### src/rtl/result_cmp_monitor.sv
module result_cmp_monitor #(
  parameter int DW   = 12,
  parameter int CHW  = 5,
  parameter int MW   = 4,
  parameter int NCMP = 2
) (
  input  logic                 clk,
  input  logic                 rst_n,
  input  logic                 res_vld,
  input  logic [DW-1:0]        res_data,
  input  logic [CHW-1:0]       res_ch,
  input  logic [NCMP*32-1:0]   cmp_cfg,
  input  logic [NCMP-1:0]      flag_clr,
  output logic [NCMP-1:0]      cmp_flag,
  output logic                 irq
);
  logic [NCMP-1:0] irq_src;

  for (genvar i = 0; i < NCMP; i++) begin : g_unit
    logic [31:0]    cfg;
    logic           en, ie, cond, sel, pass, hit;
    logic [MW-1:0]  cnt, limit;
    logic [DW-1:0]  thr;

    assign cfg   = cmp_cfg[32*i +: 32];
    assign en    = cfg[0];
    assign ie    = cfg[1];
    assign cond  = cfg[2];
    assign limit = cfg[8 +: MW];
    assign thr   = cfg[16 +: DW];
    assign sel   = res_vld && (res_ch == cfg[3 +: CHW]);
    assign pass  = cond ? (res_data >= thr) : (res_data < thr);
    assign hit   = en && !cmp_flag[i] && sel && pass && (cnt == limit);

    always_ff @(posedge clk or negedge rst_n) begin
      if (!rst_n) begin
        cnt <= '0;
      end else if (!en || cmp_flag[i]) begin
        cnt <= '0;
      end else if (sel) begin
        if (!pass || hit) cnt <= '0;
        else              cnt <= cnt + 1'b1;
      end
    end

    always_ff @(posedge clk or negedge rst_n) begin
      if (!rst_n)           cmp_flag[i] <= 1'b0;
      else if (flag_clr[i]) cmp_flag[i] <= 1'b0;
      else if (hit)         cmp_flag[i] <= 1'b1;
    end

    assign irq_src[i] = cmp_flag[i] && ie;
  end

  assign irq = |irq_src;
endmodule

### config.mk
export PLATFORM = sky130hd
export DESIGN_NAME = result_cmp_monitor
export DESIGN_NICKNAME = d
export VERILOG_FILES = /design/src/rtl/result_cmp_monitor.sv
export SDC_FILE = /design/constraint.sdc
export NUM_CORES = 1
export LEC_CHECK = 0
export BUFFER_PORTS_ARGS = -buffer_cell sky130_fd_sc_hd__buf_2
export CORE_UTILIZATION = 43
export DETAILED_ROUTE_END_ITERATION = 10
export GPL_TIMING_DRIVEN = 0
export HOLD_SLACK_MARGIN = 0.1
export PLACE_DENSITY = 0.83
export SLEW_MARGIN = 20
export SYNTH_ARGS = -nofsm -noshare
export SYNTH_HDL_FRONTEND = slang
export SYNTH_SLANG_ARGS = --single-unit
export TNS_END_PERCENT = 100
### constraint.sdc
create_clock -name clk -period 2.1 [get_ports clk]
set_input_delay 0.105 -clock clk [delete_from_list [all_inputs] [get_ports clk]]
set_output_delay 0.105 -clock clk [all_outputs]
set_load 0.01 [all_outputs]
Word level (Yosys, flattened, before mapping) --
Cells that the tools add are included.
Word-level totals: register bits after elaboration 10, input port bits 86, output and inout port bits 3, word-level logic and storage cells 53
Cells by class: $add $sub $neg 2, $lt $le $gt $ge 4, eq/ne operators 4, multiplexer cells 12, reductions and logical operators 27
Operators by type and width (count):
- $ge 12x12->1 | 2
- $lt 12x12->1 | 2
- $mux 4 | 6
- $logic_and 1x1->1 | 12
- $eq 5x5->1 | 2
- $add 4x1->4 const B | 2
- $eq 4x4->1 | 2
- $reduce_bool 2->1 | 4
- $logic_not 1->1 | 6
- $mux 1 | 6
- $logic_or 1x1->1 | 4
- $reduce_or 2->1 | 1

Logic depth before layout (Yosys ltp) --
Gate-level depths: netlist (run 1).
word-level depth 9, gate-level depth with buffers 8, depth with buffers taken out 8

Worst setup path after synthesis (run 1) --
Ideal clock, no wire load.
path kind input -> register, from input port cmp_cfg[25], to register g_unit[0].cnt[1], library setup time 120 ps, arrival 1538 ps, data required time 1980 ps, slack 441 ps, stages on the path 8, buffers on the path 0, path through inv_1 ha_1 a21o_1 a21oi_2 nor2b_2 or4_4 a32oi_1 nor2_1
Between the ends: cells in the longest elaborated chain, start to end 8, elaborated cells between the ends (all ways) 10, those cells by class order compare (2); mux (4); reduce/logical (4)
RTL lines:
- from (decl) | line 12 | input logic [NCMP*32-1:0] cmp_cfg,
- $lt 12x12->1 or $ge 12x12->1 (tied branches) | line 32 | assign pass = cond ? (res_data >= thr) : (res_data < thr);
- $mux 1 * | line 32
- $logic_and 1x1->1 (2 in series) | line 33 | assign hit = en && !cmp_flag[i] && sel && pass && (cnt == limit);
- $logic_or 1x1->1 * | line 41 | if (!pass || hit) cnt <= '0;
- $mux 4 * | line 41
- $mux 4 * | line 40 | end else if (sel) begin
- $mux 4 * | line 38 | end else if (!en || cmp_flag[i]) begin
- to (signal assigned) | line 42 | else cnt <= cnt + 1'b1;
- to (decl) | line 22 | logic [MW-1:0] cnt, limit;
Every way passes the cells marked *; elsewhere a longest branch is shown, timed or not. The select of a mux whose other input is x is not followed. A chain may end at the register's enable or synchronous reset.

Final worst setup path (run 1) --
from register g_unit[0].cnt[0], to register cmp_flag[0]
Between the ends: cells in the longest elaborated chain, start to end 3
RTL lines:
- $eq 4x4->1 | line 33
- $logic_and 1x1->1 | line 33
- $reduce_bool 2->1 (no source line)
- to (signal, indexed assignment) | line 47 | if (!rst_n) cmp_flag[i] <= 1'b0;
- to (signal, indexed assignment) | line 48 | else if (flag_clr[i]) cmp_flag[i] <= 1'b0;
- to (signal, indexed assignment) | line 49 | else if (hit) cmp_flag[i] <= 1'b1;
- to (decl) | line 14 | output logic [NCMP-1:0] cmp_flag,
Every way passes these cells.

==> run_results.csv, run 1 <==
group,metric,value,unit
clock_network,ctsRootBufferMaster,"clkbuf_4",
synth,synth_area_leaders,"ha_1 23%, dfrtp_1 17%, xor2_1 9.8%",
sta,clock.fmax,569,MHz
global_route,overflow,0,
global_route,grt_pass1_wl,5120,µm
placement,io_buffers,72,
routing,antenna_left,0,
sta,setup_violations,0,
setup_path,crit_path_start_kind,"register",
setup_path,cp_common_cell,"nor2_1",
layout,stdcell_area,1920,µm²
setup_path,timing.rr.end,"cmp_flag[0]",
power,p_leak,1.05,nW
setup_path,end_kind,"register",
setup_path,crit_chain,"xor2_1, nor4_1, nand2_1, nor2_1, a31oi_1, nor2_1",
sta,fin_setup_tns,0,ns
sta,timing.final.crit_share,0.837,
global_route,grt_start_max_net_pins,11,
sta,min_period,1.76,ns
floorplanning,die_h,59.7,µm
power,clkPwrFrac,0.289,
setup_path,arrival,1.95,ns
global_route,grt_util_met2,0.341,
power,irDropWorstVdd,0.299,mV
synth,synth_top_area_share,0.227,
global_route,grt.met1_usage,0.223,
setup_path,cp_max_fo,5,
synth,synth_largest_area_cell,"ha_1",
clock_network,path_clk_slew,0.07,ns
placement,place_area,1850,µm²
synth,yosys_warnings,0,
setup_path,slowest_delay,0.62,ns
layout,instances_no_fill,297,
global_route,grt_use_total,0.186,
setup_path,r2r_slack,0.34,ns
clock_network,worstSkewPairLatency,0.27,ns
power,switchingPower,0.193,mW
synth,yosys_register_bits,10,
global_route,busiest_layer,"met2",
layout,nets,366,
synth,synth-edff-count,0,
synth,ys_seq_area_frac,0.175,
routing,drt_iter0_drc,43,
setup_path,slowest_stage,"nor4_1",
clock_network,htreeDepth,1,
synth,synthArstFlopShare,1.00,
setup_path,cp.required,2.29,ns
layout,antenna_cells,0,
sta,timing_hold_violations_final,0,
routing,drt-pass1-iter-count,4,
power,seq_power_share,0.316,
clock_network,numClockSinks,10,
sta,timing.hold.ws,0.227,ns
synth,yosysMostFrequentCell,"inv_1",
routing,drcViolationCount,0,
layout,area_growth,33.6,%
sta,setup_slack,0.342,ns
placement,dp_cells,290,
power,netSwitchingFraction,0.314,
status,status,"completed",
setup_path,reg2regPathDepth,6,
floorplanning,pin_count,89,
placement,gp_congestion,0.816,
power,internal_power,0.421,mW
routing,num_vias,1488,
synth,synth_area,1430,µm²
routing,drt-vias-per-instance,5.01,
floorplanning,start_util,0.462,
floorplanning,fp.dieW,59.7,µm
layout,drive_above_1_share,0.336,
run,cap_viol_max_count,0,
synth,ys_top_cells_by_count,"29 x inv_1, 26 x ha_1, 16 x xor2_1",
global_route,use_met3,0.0476,
global_route,antenna_found_initial,0,
power,total_power,0.614,mW
clock_network,cts_buffers,3,
routing,routed_wl,3200,µm
power,combPwrFrac,0.395,
synth,synth_area_per_cell,8.24,µm²
synth,synth_ff_type,"dfrtp_1",
setup_path,r2r_start,"g_unit[0].cnt[0]",
sta,tightest_slew,0.688,ns
clock_network,clockBufferDepth,2,
synth,syn_nets,286,
sta,max_slew_margin,0.537,
power,power_density,321,nW/µm²
sta,rsz0062_at_grt,"no",
worst_hold_path,min_path_type,"in -> async",
routing,wl_per_cell,10.8,µm
global_route,grt_pass1_vias,1339,
floorplanning,core-area,3100,µm²
placement,dp_hpwl,2790,µm
synth,syn_inst,174,
sta,maxSlewViolCount,0,
setup_path,crit_type,"reg -> reg",
setup_path,cp_top_family,"simple AND/OR/NAND/NOR gates",
floorplanning,die-area,3570,µm²
sta,skew,0.00127,ns
layout,fin_util,0.617,
floorplanning,fp-row-count,20,
placement,pre_cts_slack,0.223,ns
setup_path,cp.buffers_inverters,0,
clock_network,cts_tree,"yes",
synth,yosys.cell_types.count,42,
## per-layer routing
metal / share of wire / vias to the layer above
met1: 0.46 / 667
met4: 0.0025 / 0
met3: 0.049 / 2
met5: 0 / -
met2: 0.49 / 42
li1: - / 777
## power groups by stage
stage	clock (mW)	combinational (mW)	sequential, mW
global placement	0	0.234	0.197
global route	0.192	0.275	0.194
floorplan	0	0.136	0.197
detailed placement	0	0.240	0.197
CTS	0.182	0.246	0.194
finish	0.178	0.243	0.194
## worst register-to-register path, stage by stage (launching register included)
cell and delay [ns]:
dfrtp_1 0.45, xor2_1 0.17, nor4_1 0.62, nand2_1 0.11
nor2_1 0.10, a31oi_1 0.08, nor2_1 0.14
## what timing repair did
| item | in CTS | in global routing |
|---|---|---|
| hold endpoints to repair | 12 | 0 |
| setup buffers | 0 | 0 |
| hold buffers | 3 | 0 |
| endpoints found under the setup margin | 0 | 0 |
| gates resized for setup | 0 | 0 |
## how the worst max path moves through the flow
stage / cells after the start / endpoint / from
after global routing: 6 / cmp_flag[0] / g_unit[0].cnt[0]
final: 6 / cmp_flag[0] / g_unit[0].cnt[0]
after global placement: 8 / g_unit[0].cnt[0] / res_data[1]
after detailed placement: 8 / g_unit[0].cnt[1] / res_data[1]
after floorplan: 8 / g_unit[0].cnt[1] / cmp_cfg[25]
after CTS: 6 / cmp_flag[0] / g_unit[0].cnt[0]
## registers in the layout, summed over array words and instances, names as in the netlist
register / count
cmp_flag: 2
g_unit.cnt: 8
## cell families after synthesis
| family | Yosys count | share of synthesized area |
|---|---|---|
| XOR/XNOR | 18 | 0.110 |
| AO/OA/AOI/OAI | 35 | 0.187 |
| adder cells (fa/ha/maj) | 26 | 0.227 |
| flip-flops | 10 | 0.175 |
| AND/OR/NAND/NOR | 56 | 0.226 |
| buffers and inverters | 29 | 0.0759 |
## final cells by class
cell class,count,area [µm²]
Fill cell,314,1190
Multi-Input combinational cell,135,1070
Timing Repair Buffer,75,390
Sequential cell,10,250
Inverter,29,109
Tap cell,44,55.1
Clock buffer,4,36.3
## cells in the final DEF (no fill, tap or decap), types with 2 or more instances in the layout
cell type      count
o21ai_1            6
nor2b_1            5
inv_1             29
nor4_1             3
nand4_1           10
o2111ai_1          2
nor2_1             7
nand2_1           13
buf_2             72
ha_1              26
clkbuf_4           3
xnor2_1            2
a32oi_1            2
a21oi_1           10
xor2_1            16
dfrtp_1           10
dlygate4sd3_1      3
nand3_1            4
nand2b_1           2
nor3b_1            2
Note: power is estimated with default switching activity, not from simulation.
==> run 2, diff against run 1 <==
--- a/config.mk
+++ b/config.mk
@@ -5,12 +5,13 @@
 export SDC_FILE = /design/constraint.sdc
 export NUM_CORES = 1
 export LEC_CHECK = 0
+export ABC_AREA = 1
 export BUFFER_PORTS_ARGS = -buffer_cell sky130_fd_sc_hd__buf_2
-export CORE_UTILIZATION = 43
+export CORE_UTILIZATION = 45
 export DETAILED_ROUTE_END_ITERATION = 10
 export GPL_TIMING_DRIVEN = 0
 export HOLD_SLACK_MARGIN = 0.1
-export PLACE_DENSITY = 0.83
+export PLACE_DENSITY = 0.85
 export SLEW_MARGIN = 20
 export SYNTH_ARGS = -nofsm -noshare
 export SYNTH_HDL_FRONTEND = slang
==> constraint.sdc (replaced) <==
create_clock -name clk -period 1.7 [get_ports clk]
set_input_delay 0.085 -clock clk [delete_from_list [all_inputs] [get_ports clk]]
set_output_delay 0.085 -clock clk [all_outputs]
set_load 0.01 [all_outputs]
==> run 2 against run 1 <==
  * Critical path depth is 2 higher
  * Critical endpoint is now g_unit[0].cnt[3]
  * First-iteration DRC count decreased by 9.3%
  * Non-clock buffer count stayed put
  * Largest power group unchanged
  * Synthesized cell count increased by 37%
  * Combinational power increased by 37%
  * Worst hold slack better by 0.0062 ns
  * Sequential power rose by 24%
  * Critical path type unchanged
  * Via count rose by 10%
==> run_results.csv, run 2 <==
group,metric,value,unit
status,status,"completed",
sta,timing.final.crit_share,0.728,
floorplanning,start_util,0.493,
layout,drive_above_1_share,0.318,
setup_path,end_kind,"register",
clock_network,cts_buffers,3,
synth,syn_inst,239,
power,p_leak,1.27,nW
synth,synth_ff_type,"dfrtp_1",
routing,routed_wl,3260,µm
routing,drt-vias-per-instance,4.54,
worst_hold_path,min_path_type,"in -> reg",
clock_network,htreeDepth,1,
routing,wl_per_cell,8.99,µm
synth,yosys.area_share.simple,0.348,
layout,top_regs,"g_unit.cnt: 8 flops, cmp_flag: 2 flops",
setup_path,r2r_slack,0.46,ns
layout,area_growth,31.0,%
routing,antenna_left,0,
sta,max_slew_margin,0.838,
global_route,grt_pass1_vias,1497,
synth,synth-edff-count,0,
sta,rsz0062_at_grt,"no",
routing,drcViolationCount,0,
sta,fin_setup_tns,0,ns
clock_network,cts_hold_buf,3,
layout,nets,431,
sta,maxSlewViolCount,0,
synth,yosys_register_bits,10,
clock_network,cts_setup_buffers,0,
setup_path,crit_path_end,"g_unit[0].cnt[3]",
global_route,grt_pass1_wl,5400,µm
clock_network,numClockSinks,10,
synth,synthArstFlopShare,1.00,
clock_network,clockBufferDepth,2,
floorplanning,core-area,3150,µm²
synth,synth_area,1560,µm²
clock_network,ctsRootBufferMaster,"clkbuf_4",
sta,clock.fmax,808,MHz
layout,top_register,"g_unit.cnt",
floorplanning,fp-row-count,20,
clock_network,cts_tree,"yes",
synth,syn_nets,351,
layout,largest_register_ffs,8,
floorplanning,fp.dieW,60.8,µm
global_route,overflow,0,
setup_path,timing.rr.end,"g_unit[0].cnt[3]",
floorplanning,die_h,60.8,µm
sta,setup_violations,0,
synth,synth_top_family_by_area,"simple AND/OR/NAND/NOR gates",
synth,synth_fa_ha_area_frac,0.209,
routing,drt_iter0_drc,39,
sta,min_period,1.24,ns
setup_path,cp.required,1.86,ns
setup_path,crit_type,"reg -> reg",
synth,synthMuxAreaShare,0,
routing,num_vias,1644,
synth,ys_top_cells_by_count,"67 x nand2_1, 49 x inv_1, 26 x ha_1",
synth,yosys.cell_types.count,24,
run,cap_viol_max_count,0,
placement,gp_congestion,0.782,
clock_network,path_clk_slew,0.07,ns
synth,synth_area_per_cell,6.51,µm²
layout,layout_commonest_cell,"buf_2",
layout,final_cell_mix,"72 x buf_2, 67 x nand2_1, 49 x inv_1",
synth,synth_compound_area_frac,0.0676,
sta,timing_hold_violations_final,0,
clock_network,worstSkewPairLatency,0.26,ns
synth,ys_seq_area_frac,0.161,
sta,timing.hold.ws,0.233,ns
sta,skew,0.00777,ns
placement,dp_hpwl,2890,µm
floorplanning,die-area,3700,µm²
global_route,grt_start_max_net_pins,11,
synth,synth_top_area_share,0.209,
setup_path,reg2regPathDepth,8,
global_route,grt_use_total,0.194,
sta,tightest_slew,0.242,ns
synth,yosysMostFrequentCell,"nand2_1",
setup_path,crit_path_start_kind,"register",
setup_path,r2r_start,"cmp_flag[0]",
layout,antenna_cells,0,
setup_path,arrival,1.40,ns
global_route,antenna_found_initial,0,
power,power_density,383,nW/µm²
setup_path,cp_max_fo,5,
synth,yosys_warnings,0,
clock_network,cts_resized,0,
floorplanning,pin_count,89,
synth,synthXorXnorAreaFrac,0.0845,
routing,drt-pass1-iter-count,4,
setup_path,startpoint,"cmp_flag[0]",
synth,synth_area_leaders,"ha_1 21%, nand2_1 16%, dfrtp_1 16%",
placement,io_buffers,72,
power,irDropWorstVdd,0.299,mV
synth,synth_largest_area_cell,"ha_1",
[run 2: cell count changes after synthesis, moves of 8 or more]
cell	delta
xor2_1	-11
inv_1	+20
nand3_1	+12
xnor2_1	+8
nand2_1	+54
[run 2: worst min-delay path by stage]
stage / slack [ns] / endpoint / depth (start not counted) / startpoint
after floorplan: -0.21 / cmp_flag[0] / 0 / rst_n
after global placement: -0.05 / cmp_flag[0] / 1 / rst_n
after detailed placement: -0.05 / cmp_flag[0] / 1 / rst_n
after CTS: 0.20 / cmp_flag[0] / 2 / rst_n
after global routing: 0.23 / cmp_flag[0] / 2 / rst_n
final: 0.23 / g_unit[0].cnt[0] / 5 / cmp_cfg[2]
[run 2: cell type report]
cell class / instances / area, µm²
repair buffers: 75 / 390
flip-flops and latches: 10 / 250
clock buffers: 4 / 36.3
fillers: 317 / 1120
inverters: 54 / 203
well taps: 44 / 55.1
multi-input cells: 175 / 1100
[run 2: power by group]
group | switching [mW] | leakage (nW) | internal, mW
sequential | 0.000949 | 0.140 | 0.239
combinational | 0.178 | 1.11 | 0.155
clock | 0.0774 | 0.0210 | 0.130
[run 2: stage by stage]
step                      total power, mW  cell area (µm²)   util  setup slack, ns  std cells
after floorplan                     0.441             1560      -            0.524        239
after detailed placement            0.572             1970  0.625            0.294        355
after CTS                           0.789             2040  0.646            0.457        362
after global placement              0.560             1970  0.625            0.330        355
after global routing                0.855             2040  0.646            0.365        362
final                               0.780             2040  0.646            0.463        362
[run 2: cells by family after synthesis]
logic type	count (synthesis)
fa+ha+maj	26
compound gates	18
flops	10
buf+inv	54
xor+xnor	15
simple gates	116
[run 2: per-layer routing]
layer  vias up  part of all wire  track usage
li1        898                 -            -
met1       700              0.41        0.194
met2        40              0.53        0.388
met3         6             0.042       0.0469
met4         0             0.012       0.0649
met5         -                 0            0
[run 2: worst max-delay path: stages, from the launching register on]
cell	delay, ns
dfrtp_1	0.39
inv_1	0.09
nand2_1	0.05
inv_1	0.08
nand4_2	0.18
nor2_2	0.16
inv_2	0.07
nand3_1	0.07
nand2_1	0.05
==> run 3, diff against run 2 <==
--- a/config.mk
+++ b/config.mk
@@ -7,11 +7,11 @@
 export LEC_CHECK = 0
 export ABC_AREA = 1
 export BUFFER_PORTS_ARGS = -buffer_cell sky130_fd_sc_hd__buf_2
-export CORE_UTILIZATION = 45
+export CORE_UTILIZATION = 40
 export DETAILED_ROUTE_END_ITERATION = 10
 export GPL_TIMING_DRIVEN = 0
 export HOLD_SLACK_MARGIN = 0.1
-export PLACE_DENSITY = 0.85
+export PLACE_DENSITY = 0.8
 export SLEW_MARGIN = 20
 export SYNTH_ARGS = -nofsm -noshare
 export SYNTH_HDL_FRONTEND = slang
==> constraint.sdc (replaced) <==
create_clock -name clk -period 1.1 [get_ports clk]
set_input_delay 0.055 -clock clk [delete_from_list [all_inputs] [get_ports clk]]
set_output_delay 0.055 -clock clk [all_outputs]
set_load 0.01 [all_outputs]
==> run 3 against run 2 <==
  * The flow now finishes with violations (setup timing)
  * Critical path depth is 3 lower
  * Final area is 16% higher
  * Clock power is 130% higher
  * Sequential power is 55% higher
  * Critical path type unchanged
  * Largest cell class unchanged
==> run_results.csv, run 3 (synthesis results as in run 2) <==
group,metric,value,unit
sta,timing.final.crit_share,1.05,
setup_path,startpoint,"g_unit[1].cnt[2]",
clock_network,worstSkewPairLatency,0.25,ns
layout,nets,441,
layout,fillCellCount,346,
setup_path,crit_path_start_kind,"register",
layout,multi_input_area,1300,µm²
sta,min_period,1.16,ns
clock_network,ctsRootBufferMaster,"clkbuf_8",
layout,final_cell_mix,"71 x buf_2, 59 x nand2_1, 37 x inv_1",
clock_network,clockBufferDepth,2,
worst_hold_path,min_path_type,"in -> async",
setup_path,reg2regPathDepth,5,
layout,top_register,"g_unit.cnt",
floorplanning,fp-row-count,22,
layout,layout_commonest_cell,"buf_2",
setup_path,r2r_start,"g_unit[1].cnt[2]",
global_route,grt_start_max_net_pins,11,
floorplanning,die-area,4140,µm²
sta,rsz0062_at_grt,"yes",
routing,drt_iter0_drc,66,
clock_network,path_clk_slew,0.06,ns
sta,clock.fmax,865,MHz
routing,drcViolationCount,0,
setup_path,arrival,1.33,ns
setup_path,timing.rr.end,"g_unit[1].cnt[1]",
floorplanning,die_h,64.4,µm
global_route,overflow,0,
clock_network,htreeDepth,1,
setup_path,end_kind,"register",
global_route,antenna_found_initial,0,
layout,regArea,250,µm²
global_route,grt_pass1_vias,1572,
routing,met1_length,1670,µm
status,status,"finished with violations",
floorplanning,start_util,0.422,
layout,antenna_cells,0,
sta,timing.hold.ws,0.202,ns
floorplanning,core-area,3690,µm²
layout,fin_util,0.640,
power,p_leak,1.35,nW
placement,dp_hpwl,2950,µm
sta,skew,0.00787,ns
layout,largest_register_ffs,8,
sta,max_slew_margin,0.840,
routing,top_layer,"met4",
routing,drt-pass1-iter-count,4,
routing,wl_met2,1810,µm
sta,tightest_slew,0.238,ns
setup_path,r2r_slack,-0.06,ns
clock_network,cts_buffers,3,
layout,top_regs,"g_unit.cnt: 8 flops, cmp_flag: 2 flops",
routing,antenna_left,0,
routing,routed_wl,3620,µm
sta,setup_violations,10,
clock_network,cts_tree,"yes",
power,irDropWorstVdd,0.334,mV
floorplanning,fp.dieW,64.4,µm
placement,gp_congestion,0.773,
setup_path,cp_max_fo,4,
routing,wl_per_cell,9.63,µm
setup_path,crit_path_end,"g_unit[1].cnt[1]",
global_route,grt_pass1_wl,6020,µm
layout,drive_above_1_share,0.448,
global_route,grt_use_total,0.182,
placement,io_buffers,72,
clock_network,numClockSinks,10,
setup_path,cp.required,1.27,ns
routing,met3_length,120,µm
sta,maxSlewViolCount,0,
sta,timing_hold_violations_final,0,
routing,drt-vias-per-instance,4.53,
status,failed_checks,"setup timing",
routing,num_vias,1703,
sta,setup_slack,-0.0557,ns
run,cap_viol_max_count,0,
setup_path,crit_type,"reg -> reg",
layout,area_growth,51.8,%
floorplanning,pin_count,89,
power,power_density,629,nW/µm²
## run 3: cell types whose count changed in the layout (fill, tap and decap cells not counted), moves of 3 or more
cell      change
a21oi_1       -3
a21oi_2       +3
buf_4        +10
clkbuf_4      -3
clkbuf_8      +3
ha_1         -10
ha_4         +10
inv_1        -12
inv_2         +9
nand2_1       -8
nand2_2       +6
## run 3: layer usage
metal | up-vias | GRT usage
met2 | 44 | 0.333
met4 | 0 | 0.0556
met1 | 743 | 0.222
met5 | - | 0
li1 | 913 | -
met3 | 3 | 0.0161
## run 3: area by class of cell
cell class	instances	share of cell area
Sequential cell	10	0.106
Multi-Input combinational cell	175	0.550
Clock buffer	4	0.0233
Inverter	54	0.0954
Timing Repair Buffer	85	0.200
Tap cell	48	0.0254
## run 3: how the worst min path moves through the flow
stage / cells after the start / slack, ns / endpoint / from
finish: 2 / 0.20 / g_unit[1].cnt[2] / rst_n
global route: 5 / 0.23 / g_unit[1].cnt[0] / cmp_cfg[32]
CTS: 2 / 0.21 / g_unit[1].cnt[3] / rst_n
detailed placement: 1 / -0.07 / g_unit[1].cnt[3] / rst_n
global placement: 1 / -0.08 / g_unit[1].cnt[3] / rst_n
floorplan: 0 / -0.24 / cmp_flag[0] / rst_n
## run 3: where the power goes
group | leakage (nW) | internal, mW | switching (mW)
Sequential | 0.140 | 0.369 | 0.00105
Combinational | 1.18 | 0.297 | 0.335
Clock | 0.0288 | 0.316 | 0.167
## run 3: worst max-delay path, stage by stage (launching register included)
cell     delay [ns]
dfrtp_1        0.39
xnor2_1        0.13
nand4_1        0.12
nor3b_4        0.26
nand3_1        0.10
nand2_1        0.08
## run 3: what timing repair did
action,4_1_cts,5_1_grt
pin swaps,9,3
endpoints found under the setup margin,10,10
buffers inserted,9,1
endpoints found under the hold margin,12,0
hold buffers,3,0
gates resized for setup,14,7
## run 3: metrics by stage
step                cell area (µm²)  setup TNS (ns)  cells  worst slack [ns]  power (mW)
floorplan                      1690          -0.179    239           -0.0374       0.731
global placement               2110           -2.29    359            -0.277       0.935
detailed placement             2110           -2.57    359            -0.317       0.953
CTS                            2320          -0.475    375           -0.0678        1.47
global route                   2360           -1.33    376            -0.154        1.60
finish                         2360          -0.341    376           -0.0557        1.49
